[src/rtl/gpio_res_pkg.sv]
`timescale 1ns/1ps
package gpio_res_pkg;
  localparam int CFG_W      = 32;
  localparam int DIR_BIT    = 0;
  localparam int BUFOFF_BIT = 1;
  localparam int PULL_LO    = 2;
  localparam int MODE_LO    = 8;
  localparam int SENSE_LO   = 16;

  typedef enum logic [1:0] {
    PULL_NONE0 = 2'b00,
    PULL_DOWN  = 2'b01,
    PULL_NONE2 = 2'b10,
    PULL_UP    = 2'b11
  } pull_e;

  typedef enum logic [1:0] {
    SENSE_OFF0 = 2'b00,
    SENSE_OFF1 = 2'b01,
    SENSE_HIGH = 2'b10,
    SENSE_LOW  = 2'b11
  } sense_e;

  typedef struct packed {
    logic present;
    logic level;
  } pull_t;

  function automatic logic mode_permits(input logic [2:0] mode, input logic lvl);
    case (mode[2:1])
      2'b10:   return lvl;
      2'b11:   return ~lvl;
      default: return 1'b1;
    endcase
  endfunction

  function automatic pull_t pull_decode(input pull_e p);
    pull_t r;
    r.present = (p == PULL_DOWN) || (p == PULL_UP);
    r.level   = (p == PULL_UP);
    return r;
  endfunction
endpackage

[src/rtl/gpio_pin_resolve.sv]
`timescale 1ns/1ps
module gpio_pin_resolve
  import gpio_res_pkg::*;
(
  input  logic [2:0] mode,
  input  logic       dir,
  input  logic       buf_off,
  input  logic [1:0] pull_code,
  input  logic [1:0] sense_code,
  input  logic       out_bit,
  input  logic       ext_v,
  input  logic       ext_l,
  input  logic       in_prev,
  output logic       in_next,
  output logic       conn,
  output logic       lvl,
  output logic       short_now,
  output logic       sense_hit
);
  pull_t  pl;
  sense_e sn;
  logic   drives;

  always_comb begin
    pl        = pull_decode(pull_e'(pull_code));
    sn        = sense_e'(sense_code);
    drives    = mode_permits(mode, out_bit) & dir;
    conn      = drives;
    lvl       = out_bit;
    in_next   = in_prev;
    short_now = 1'b0;
    sense_hit = 1'b0;
    if (buf_off) begin
      if (pl.present) in_next = pl.level;
    end else if (ext_v) begin
      in_next   = ext_l;
      short_now = drives & (out_bit ^ ext_l);
      sense_hit = ((sn == SENSE_HIGH) & ext_l) | ((sn == SENSE_LOW) & ~ext_l);
    end else begin
      if (!drives && pl.present) begin
        conn = 1'b1;
        lvl  = pl.level;
      end
      if (conn) in_next = lvl;
    end
  end
endmodule

[src/rtl/gpio_res_track.sv]
`timescale 1ns/1ps
module gpio_res_track #(
  parameter int NPINS = 32
) (
  input  logic             clk,
  input  logic             rst_n,
  input  logic             clr_short,
  input  logic [NPINS-1:0] in_next,
  input  logic [NPINS-1:0] conn,
  input  logic [NPINS-1:0] lvl,
  input  logic [NPINS-1:0] short_now,
  input  logic [NPINS-1:0] sense_hit,
  output logic [NPINS-1:0] in_q,
  output logic [NPINS-1:0] oe_q,
  output logic [NPINS-1:0] oval_q,
  output logic [NPINS-1:0] notify_q,
  output logic [NPINS-1:0] short_q,
  output logic             detect_q
);
  always_ff @(posedge clk) begin
    if (!rst_n) begin
      in_q     <= '0;
      oe_q     <= '0;
      oval_q   <= '0;
      notify_q <= '0;
      short_q  <= '0;
      detect_q <= 1'b0;
    end else begin
      in_q     <= in_next;
      oe_q     <= conn;
      oval_q   <= lvl;
      notify_q <= (conn ^ oe_q) | (lvl ^ oval_q);
      short_q  <= (clr_short ? '0 : short_q) | short_now;
      detect_q <= |sense_hit;
    end
  end
endmodule

[src/rtl/gpio_resolver.sv]
`timescale 1ns/1ps
module gpio_resolver
  import gpio_res_pkg::*;
#(
  parameter int NPINS = 32
) (
  input  logic                   clk,
  input  logic                   rst_n,
  input  logic [NPINS*CFG_W-1:0] cfg_flat,
  input  logic [NPINS-1:0]       out_latch,
  input  logic [NPINS-1:0]       ext_valid,
  input  logic [NPINS-1:0]       ext_level,
  input  logic                   clr_short,
  output logic [NPINS-1:0]       in_res,
  output logic [NPINS-1:0]       oe,
  output logic [NPINS-1:0]       oval,
  output logic [NPINS-1:0]       notify,
  output logic [NPINS-1:0]       short_flag,
  output logic                   detect
);
  logic [NPINS-1:0] in_next, conn, lvl, short_now, sense_hit;
  logic [NPINS-1:0] unused_cfg_bits;

  for (genvar i = 0; i < NPINS; i++) begin : g_pin
    logic [CFG_W-1:0] w;
    assign w = cfg_flat[i*CFG_W +: CFG_W];
    assign unused_cfg_bits[i] = ^{w[CFG_W-1:SENSE_LO+2], w[SENSE_LO-1:MODE_LO+3],
                                  w[MODE_LO-1:PULL_LO+2]};
    gpio_pin_resolve u_pin (
      .mode       (w[MODE_LO +: 3]),
      .dir        (w[DIR_BIT]),
      .buf_off    (w[BUFOFF_BIT]),
      .pull_code  (w[PULL_LO +: 2]),
      .sense_code (w[SENSE_LO +: 2]),
      .out_bit    (out_latch[i]),
      .ext_v      (ext_valid[i]),
      .ext_l      (ext_level[i]),
      .in_prev    (in_res[i]),
      .in_next    (in_next[i]),
      .conn       (conn[i]),
      .lvl        (lvl[i]),
      .short_now  (short_now[i]),
      .sense_hit  (sense_hit[i])
    );
  end

  gpio_res_track #(.NPINS(NPINS)) u_track (
    .clk       (clk),
    .rst_n     (rst_n),
    .clr_short (clr_short),
    .in_next   (in_next),
    .conn      (conn),
    .lvl       (lvl),
    .short_now (short_now),
    .sense_hit (sense_hit),
    .in_q      (in_res),
    .oe_q      (oe),
    .oval_q    (oval),
    .notify_q  (notify),
    .short_q   (short_flag),
    .detect_q  (detect)
  );
endmodule

[config.mk]
export PLATFORM = sky130hd
export DESIGN_NAME = gpio_resolver
export DESIGN_NICKNAME = d
export VERILOG_FILES = /design/src/rtl/gpio_res_pkg.sv /design/src/rtl/gpio_pin_resolve.sv /design/src/rtl/gpio_res_track.sv /design/src/rtl/gpio_resolver.sv
export SDC_FILE = /design/constraint.sdc
export NUM_CORES = 1
export LEC_CHECK = 0
export ABC_AREA = 1
export BUFFER_PORTS_ARGS = -buffer_cell sky130_fd_sc_hd__buf_2
export CAP_MARGIN = 20
export CORE_AREA = 2 2 507 509
export DETAILED_ROUTE_END_ITERATION = 7
export DIE_AREA = 0 0 509 511
export PLACE_DENSITY = 0.32
export SYNTH_ARGS = -nofsm -noshare
export SYNTH_HDL_FRONTEND = slang
export SYNTH_HIERARCHICAL = 1
export SYNTH_SLANG_ARGS = --single-unit
[constraint.sdc]
create_clock -name clk -period 1 [get_ports clk]
set_input_delay 0.05 -clock clk [delete_from_list [all_inputs] [get_ports clk]]
set_output_delay 0.05 -clock clk [all_outputs]
set_load 0.03 [all_outputs]
==> results, run 1 <==
- The flow ran to the end, but the final reports show violations.
- The final reports fail on setup timing.
- The first global-routing pass estimated 123700 um of wire.
- In this run the power density over the cells is 935.5 nW/um2.
- The root buffer cell chosen for the clock tree is sky130_fd_sc_hd__clkbuf_16.
- The global-route congestion overflow total is 0.
- The total of warnings raised by yosys is 6.
- On the worst path, the slowest cell contributes a delay of 0.45 ns.
- The share of the core filled with cells is 10.06%.
- Along the worst path, the maximum fanout reaches 1.
- With fillers left out, the area of the finished cells amounts to 25690 um2.
- TritonCTS created 17 clock buffers.
- The final clock period utilization by the worst path is 117.4%.
- The distinct cell type count of the synthesized netlist is 19.
- The clock latency of the later-clocked register in the worst-skew pair is 0.52 ns.
- The top cell types in the final layout, fill and taps aside, are 494 x sky130_fd_sc_hd__nand2_1, 360 x sky130_fd_sc_hd__buf_4, 348 x sky130_fd_sc_hd__buf_2, 311 x sky130_fd_sc_hd__inv_1, 162 x sky130_fd_sc_hd__dlygate4sd3_1.
- The number of hold violations in the final report is 0.
- Across all setup checks in the final design, the least slack found is -0.1736 ns.
- In this run, the combinational gates consume 38.7% of the power.
- Setup repair after global routing could not meet its margin everywhere.
- The net count after synthesis is 2843.
- In this run the cell area measured after placement is 20830 um2.
- Summed over all layers, the routed wires come to 95040 um.
- The setup path with the least slack is of type reg2out.
- The nature of the critical path endpoint is an output pin.
- The clock-pin slew of the registers on the worst-case setup and hold paths is 0.10 ns.
- For the worst setup path, the data arrival time is 1.12 ns.
- The initialized floorplan defines 186 standard-cell rows.
- The number of buffer and inverter stages on the critical path is 1.
- Dividing the detail-routed wire length by the instance count gives 15.22 um.
- For this design, the sink count on the clock tree is 161.
- The die is 509 um wide.
- The area added between synthesis and finish is 129.6%.
- At the worst endpoint, the required time is 0.95 ns.
- The per-cell via count in the routed design is 2.300.
- The mapped netlist covers 11190 um2.
- The final count of pins violating max slew is 0.
- The die covers 260100 um2.
- The timing-limited maximum frequency is 852.0 MHz.
- The H-tree was split into 4 levels.
- The sequential fraction of the synthesis area is 28.81%.
- The kind of cell with the highest combined delay along the critical path is flip-flops.
- At the end of routability-driven placement, the weighted congestion stood at 0.7998.
- In this run, placement finished with an instance count of 5915.
- The antenna violation net count after detailed routing is 0.
- The clock network burns 30.8% of the power.
- TritonCTS built the clock tree.
- In the routed design, unresolved DRC markers number 0.
- The setup violation total in the final timing report is 167.
- Sequential cells burn 30.5% of the power.
- The slowest stage of the critical path is the sky130_fd_sc_hd__dfxtp_4 cell.
- The initial cell density of the core is 4.382%.
- Between clock sinks in the finished design, the worst skew comes to 0.01338 ns.
- The die is 511 um tall.
- After technology mapping, the gate count stands at 1720.
- Summed over all nets, the switching power comes to 8.997 mW.
- The number of port buffers is 515.
- The worst setup path is launched from a flip-flop.
- The finished layout holds 6246 standard cells, fillers aside.
- In this run the tightest slew margin relative to its limit is 64.03%.
- 1284 I/O pins were placed.
- The via count of the first global-routing pass is 14475.
- The proportion of total power due to net switching is 37.44%.
- The critical path goes through buf_8.
- The maximum buffer depth of the clock tree is 2.
- Across the VDD grid, the largest voltage drop is 0.9426 mV.
- The core area is 255300 um2.
- In this run the static leakage power is 11.73 nW.
- The internal power contribution is 15.04 mW.
- The count of state elements after synthesis is 161.
- The global-route usage over all layers is 7.250%.
- The synthesized area divided by synthesized cell count is 6.505 um2.
- The pin count of the biggest net entering global routing is 43.
- The half-perimeter wire length after detailed placement is 84750 um.
- In this run, the number of DRC markers left after iteration 0 of detailed routing was 375.
- The length of the first detailed-routing pass in iterations is 5.
- The fraction of final layout cells with drive strength greater than 1 is 50.75%.
- For the pin with the worst max-slew slack, the measured transition is 0.5395 ns.
- Across all layers, the routed design uses 14365 vias.
- After filler insertion, the fill cell instance count of the layout stands at 29871.
- The time the worst path needs with I/O delays and setup is 1.174 ns.
- Leaving out fill and tap cells, the most frequent cell in the layout is sky130_fd_sc_hd__nand2_1.
- The number of maximum-capacitance constraint violations is 0.
- The post-layout net count is 3914.
- The initial antenna violation count came to 63.
- The class of the tightest hold or removal check is in2reg.
## Yosys cell counts
| cell | n | area share (%) |
|---|---|---|
| sky130_fd_sc_hd__dfxtp_1 | 161 | 29 |
| sky130_fd_sc_hd__nor2_2 | 32 | 1.8 |
| sky130_fd_sc_hd__buf_6 | 6 | 0.60 |
| sky130_fd_sc_hd__buf_4 | 5 | 0.34 |
| sky130_fd_sc_hd__nand3_1 | 96 | 4.3 |
| sky130_fd_sc_hd__buf_2 | 10 | 0.45 |
| sky130_fd_sc_hd__nand2_1 | 522 | 18 |
| sky130_fd_sc_hd__a21oi_2 | 20 | 1.6 |
| sky130_fd_sc_hd__inv_1 | 321 | 11 |
| sky130_fd_sc_hd__or2_2 | 32 | 1.8 |
| sky130_fd_sc_hd__inv_2 | 1 | 0.034 |
| sky130_fd_sc_hd__xnor2_1 | 64 | 5.0 |
| sky130_fd_sc_hd__nor3b_2 | 32 | 3.6 |
| sky130_fd_sc_hd__nand3_4 | 32 | 5.0 |
| sky130_fd_sc_hd__o21ai_0 | 64 | 2.9 |
| sky130_fd_sc_hd__nand2_2 | 64 | 3.6 |
| sky130_fd_sc_hd__a21oi_1 | 108 | 4.8 |
| sky130_fd_sc_hd__nor2_1 | 118 | 4.0 |
| sky130_fd_sc_hd__nand2_4 | 32 | 3.2 |
## registers in the layout, summed over array words and instances, names as in the netlist
signal	flops
u_track/short_q	32
u_track/oval_q	32
u_track/notify_q	32
u_track/oe_q	32
u_track/in_q	32
u_track/detect_q	1
## worst paths after layout
check	endpoint	cells past startpoint	slack, ns	from
worst max-delay path	detect	1	-0.17	u_track/detect_q
worst min-delay path	u_track/short_q[1]	6	0.04	cfg_flat[33]
worst max register to register	u_track/in_q[11]	7	0.05	u_track/in_q[11]
worst min register to register	u_track/short_q[29]	2	0.50	u_track/short_q[29]
## power by group through the flow
stage               clock (mW)  combinational [mW]  sequential (mW)
detailed placement           0                7.87             7.30
finish                    7.41                9.29             7.33
global route              8.29                10.2             7.40
floorplan                    0                2.50             8.12
CTS                       8.17                9.37             7.35
global placement             0                7.88             7.29
## area by class of cell
cell class              instances  area, um2  share of cell area (%)
diodes                         58      145.1                  0.5649
multi-input cells            1216       6953                   27.06
inverters                     322       1216                   4.734
repair buffers               1073       9070                   35.30
clock buffers                  19      442.9                   1.724
clock inverters                13      145.1                  0.5649
flip-flops and latches        161       3485                   13.56
well taps                    3384       4234                   16.48
## cell families after synthesis
logic type | Yosys count | synth area share (%)
xor gates and xnor gates | 64 | 5.010
DFF | 161 | 28.81
AOI/OAI and AO/OA | 192 | 9.260
buffers and inverters | 343 | 12.19
and+or+nand+nor | 960 | 44.73
## through the flow
step           power, mW  TNS, ns  hold slack (ns)  setup WS [ns]
6_report           24.03   -9.553          0.04452        -0.1736
5_1_grt            25.87   -24.79          0.01746        -0.2839
3_3_place_gp       15.17   -16.53           0.4378         -1.035
2_1_floorplan      10.62        0           0.2712        0.07282
4_1_cts            24.90   -25.61         -0.02859        -0.3040
3_5_place_dp       15.16   -16.87           0.4416        -0.9760
## what timing repair did
action | 4_1_cts | 5_1_grt
endpoints found under the hold margin | 104 | 6
gates resized for setup | 545 | 136
hold buffers | 178 | 7
pin swaps | 2 | 41
endpoints found under the setup margin | 162 | 211
setup buffers | 58 | 16
## layer usage
layer / vias up / GRT usage, % / part of all wire [%]
met4: 14 / 2.405 / 3.6
met3: 114 / 3.031 / 8.7
met2: 397 / 13.04 / 51
li1: 7423 / - / -
met5: - / 0 / 0.11
met1: 6417 / 7.506 / 37
(Power assumes the default switching activity.)
==> inputs of run 2 (changes only) <==
- ABC_AREA: 1 -> default
- CORE_AREA: 2 2 507 509 -> 2 2 505 507
- DIE_AREA: 0 0 509 511 -> 0 0 507 509
==> results, run 2 <==
- Of all nets on the critical path, the largest fanout is 2.
- Setup repair after global routing could not meet its margin everywhere.
- The area share of the largest cell type after synthesis is 28.94%.
- For this block, the initial DRC count from the detailed router was 415.
- In the layout the commonest cells are 379 x sky130_fd_sc_hd__buf_4, 338 x sky130_fd_sc_hd__buf_2, 124 x sky130_fd_sc_hd__xnor2_1, 123 x sky130_fd_sc_hd__inv_1, 123 x sky130_fd_sc_hd__dlygate4sd3_1.
- By area the synthesized netlist is led by sky130_fd_sc_hd__dfxtp_1 29%, sky130_fd_sc_hd__xnor2_1 10%, sky130_fd_sc_hd__a211oi_1 6.5%.
- The antenna violation net count after detailed routing is 0.
- The die outline width is 507 um.
- The most used flip-flop cell after synthesis is sky130_fd_sc_hd__dfxtp_1.
- Counting every sink on the clock net gives 161.
- Synthesis produced 1249 cells.
- During placement, the flow inserted port buffers numbering 515.
- The maximum buffer depth of the clock tree is 2.
- The final count of pins violating max slew is 0.
- The area used by sequential logic in the layout is 3560 um2.
- In the final layout, the share of cells above drive strength 1 is 58.16%.
- The nature of the critical path endpoint is an output pin.
- Data on the critical path arrives at its endpoint at 1.19 ns.
- After synthesis the netlist holds a flip-flop and latch count of 161.
- After clock tree synthesis, the clock-pin slew on the worst setup and hold paths is 0.11 ns.
- When the netlist entered floorplanning its net count stood at 2372.
- The via count of the first global-routing pass was 14447.
- The standby leakage power is 10.34 nW.
- The number of synthesized flops with an enable pin is 0.
- After global routing the overflow that remains totals 0.
- The length of the first detailed-routing pass in iterations is 6.
- The clock tree synthesis step divided the H-tree into 4 levels.
- For this run, the number of standard cells in the final layout without fillers is 5724.
- The routed design could run at a clock period as short as 1.241 ns.
- The run finished, with violations left.
- The number of different library cells used by synthesis comes to 30.
- Headroom to the max-slew limit came out at 58.35%.
- After detailed routing, the average wire length per cell comes to 17.80 um.
- In the routed design, unresolved DRC markers number 0.
- Dividing the detail-routed via count by the number of cells gives 2.408.
- The final weighted congestion in routability-driven placement is 0.8196.
- The core area is 252800 um2.
- The first global-routing pass estimated 130700 um of wire.
- The tool flagged a number of max-cap violations equal to 0.
- The die outline area is 258100 um2.
- Setup violations remaining at the end of the flow were counted as 192.
- The initial antenna violation count is 98.
- The library cell used most frequently in the layout, excluding fill and tap cells, is sky130_fd_sc_hd__buf_4.
- 1284 I/O pins were placed.
- Ranked by instance count, the synthesized netlist is headed by 161 x sky130_fd_sc_hd__dfxtp_1, 128 x sky130_fd_sc_hd__inv_1, 128 x sky130_fd_sc_hd__xnor2_1.
- For this configuration, the core starts out at a cell density of 4.406%.
- The half-perimeter wire length after detailed placement is 90510 um.
- Counting cells, the worst reg-to-reg path comes to 5.
- Prior to clock tree synthesis, the placed netlist has a worst setup slack of -1.576 ns.
- The timing-limited maximum frequency is 806.0 MHz.
- Yosys instantiated no cell more often than sky130_fd_sc_hd__dfxtp_1.
- Sequential cells were found to cover 28.94% of the synthesized design area.
- The post-layout net count is 3438.
- By startpoint and endpoint, the worst setup path is classified as reg2out.
- Along the worst hold path, the cell count comes to 4.
- The critical path data required time is 0.95 ns.
- Dividing total power by cell area gives a power density of 950.3 nW/um2.
- The area taken by multi-input logic gates is 8269 um2.
- The number of clock buffers added by TritonCTS is 17.
- The mapped netlist covers 11140 um2.
- Summing all placed instances gives a cell area of 21250 um2.
- The number of placed instances, taps included, is 5445.
- For the worst-skew pair, the clock arrives at the later sink with an insertion delay of 0.56 ns.
- The number of hold violations in the final report is 8.
- The clock tree from TritonCTS is built.
- The final reports fail on hold timing, setup timing.
- The tree is rooted in a sky130_fd_sc_hd__clkbuf_16.
- The filler cells instantiated in the layout total 29412.
- The kind of start point of the critical path is a flip-flop.
- In the post-route analysis, the smallest setup slack over all paths is -0.2406 ns.
- The total of warnings raised by yosys is 6.
- Of all flip-flops after synthesis, the portion carrying an async set or reset was 0%.
- The worst hold path belongs to the class in2reg.
- The placement row count is 185.
- The final clock period utilization by the worst path is 124.1%.
- The maximum resistive drop on vdd is 1.369 mV.
- Final hold analysis gives a worst-case slack of -0.05588 ns.
- At the pin with the least slew margin, the transition time is 0.6234 ns.
- The library cell with the largest summed area after synthesis is sky130_fd_sc_hd__dfxtp_1.
- Compared with the post-synthesis result, the final layout area differs by 135.2%.
- The vertical die dimension is 509 um.
- The global-route usage over all layers is 7.756%.
- A synthesized cell averages 8.918 um2.
- The cell area after layout is 26200 um2.
- Wires add up to 101900 um.
- Entering global routing, the biggest net connects 31 pins.
- The count of vias placed by the detailed router is 13782.
- Clock skew on the completed layout was measured at 0.02653 ns.
run 2: kinds of logic after synthesis:
family,count (synthesis),synth area share [%]
buffers and inverters,149,5.864
AOI/OAI and AO/OA,353,25.23
and+or+nand+nor,426,27.39
xor gates and xnor gates,160,12.58
DFF,161,28.94
run 2: worst max-delay path, stage by stage (launching register included):
cell and delay (ns):
sky130_fd_sc_hd__dfxtp_4 0.36, sky130_fd_sc_hd__buf_6 0.11, sky130_fd_sc_hd__buf_12 0.14
run 2: repair_timing:
| action | CTS | global route |
|---|---|---|
| pin swaps | 9 | 68 |
| resized for setup | 521 | 188 |
| buffers inserted | 61 | 7 |
| hold buffers | 176 | 10 |
| endpoints found under the hold margin | 144 | 23 |
| endpoints found under the setup margin | 169 | 251 |
run 2: per-stage QoR:
stage / power [mW] / utilization [%] / TNS, ns
after floorplan: 10.85 / - / -7.374
after global placement: 15.48 / 8.405 / -41.18
after detailed placement: 15.48 / 8.405 / -41.70
after CTS: 25.62 / 10.10 / -34.80
after global routing: 26.66 / 10.34 / -30.61
final: 24.90 / 10.36 / -16.32
run 2: metal layers:
layer  track usage (%)  vias to the layer above  part of all wire (%)  wire length, um
li1                  -                     6617                     -                -
met5                 0                        -                  0.35              359
met2             12.18                      545                    44            45290
met1             8.272                     6404                    38            38730
met4             2.160                       54                   2.3             2340
met3             5.501                      162                    15            15160
run 2: path summary, 6_finish.rpt:
| check | startpoint | to | slack, ns |
|---|---|---|---|
| worst max-delay path | u_track/in_q[29] | in_res[29] | -0.24 |
| worst min register to register | u_track/oval_q[3] | u_track/notify_q[3] | 0.59 |
| worst max register to register | u_track/in_q[12] | u_track/in_q[12] | -0.14 |
| worst min-delay path | cfg_flat[713] | u_track/oval_q[22] | -0.06 |
run 2: final cells by class:
class / count / share of cell area [%]
flip-flops and latches: 161 / 13.59
clock buffers: 17 / 1.624
repair buffers: 1068 / 34.23
multi-input cells: 939 / 31.56
clock inverters: 15 / 0.7976
diodes: 30 / 0.2865
well taps: 3366 / 16.08
inverters: 128 / 1.834
run 2: report_power, final:
part	switching (mW)	internal [mW]
clock network	4.31	3.43
registers	0.446	6.95
logic	4.70	5.05
total	9.46	15.4
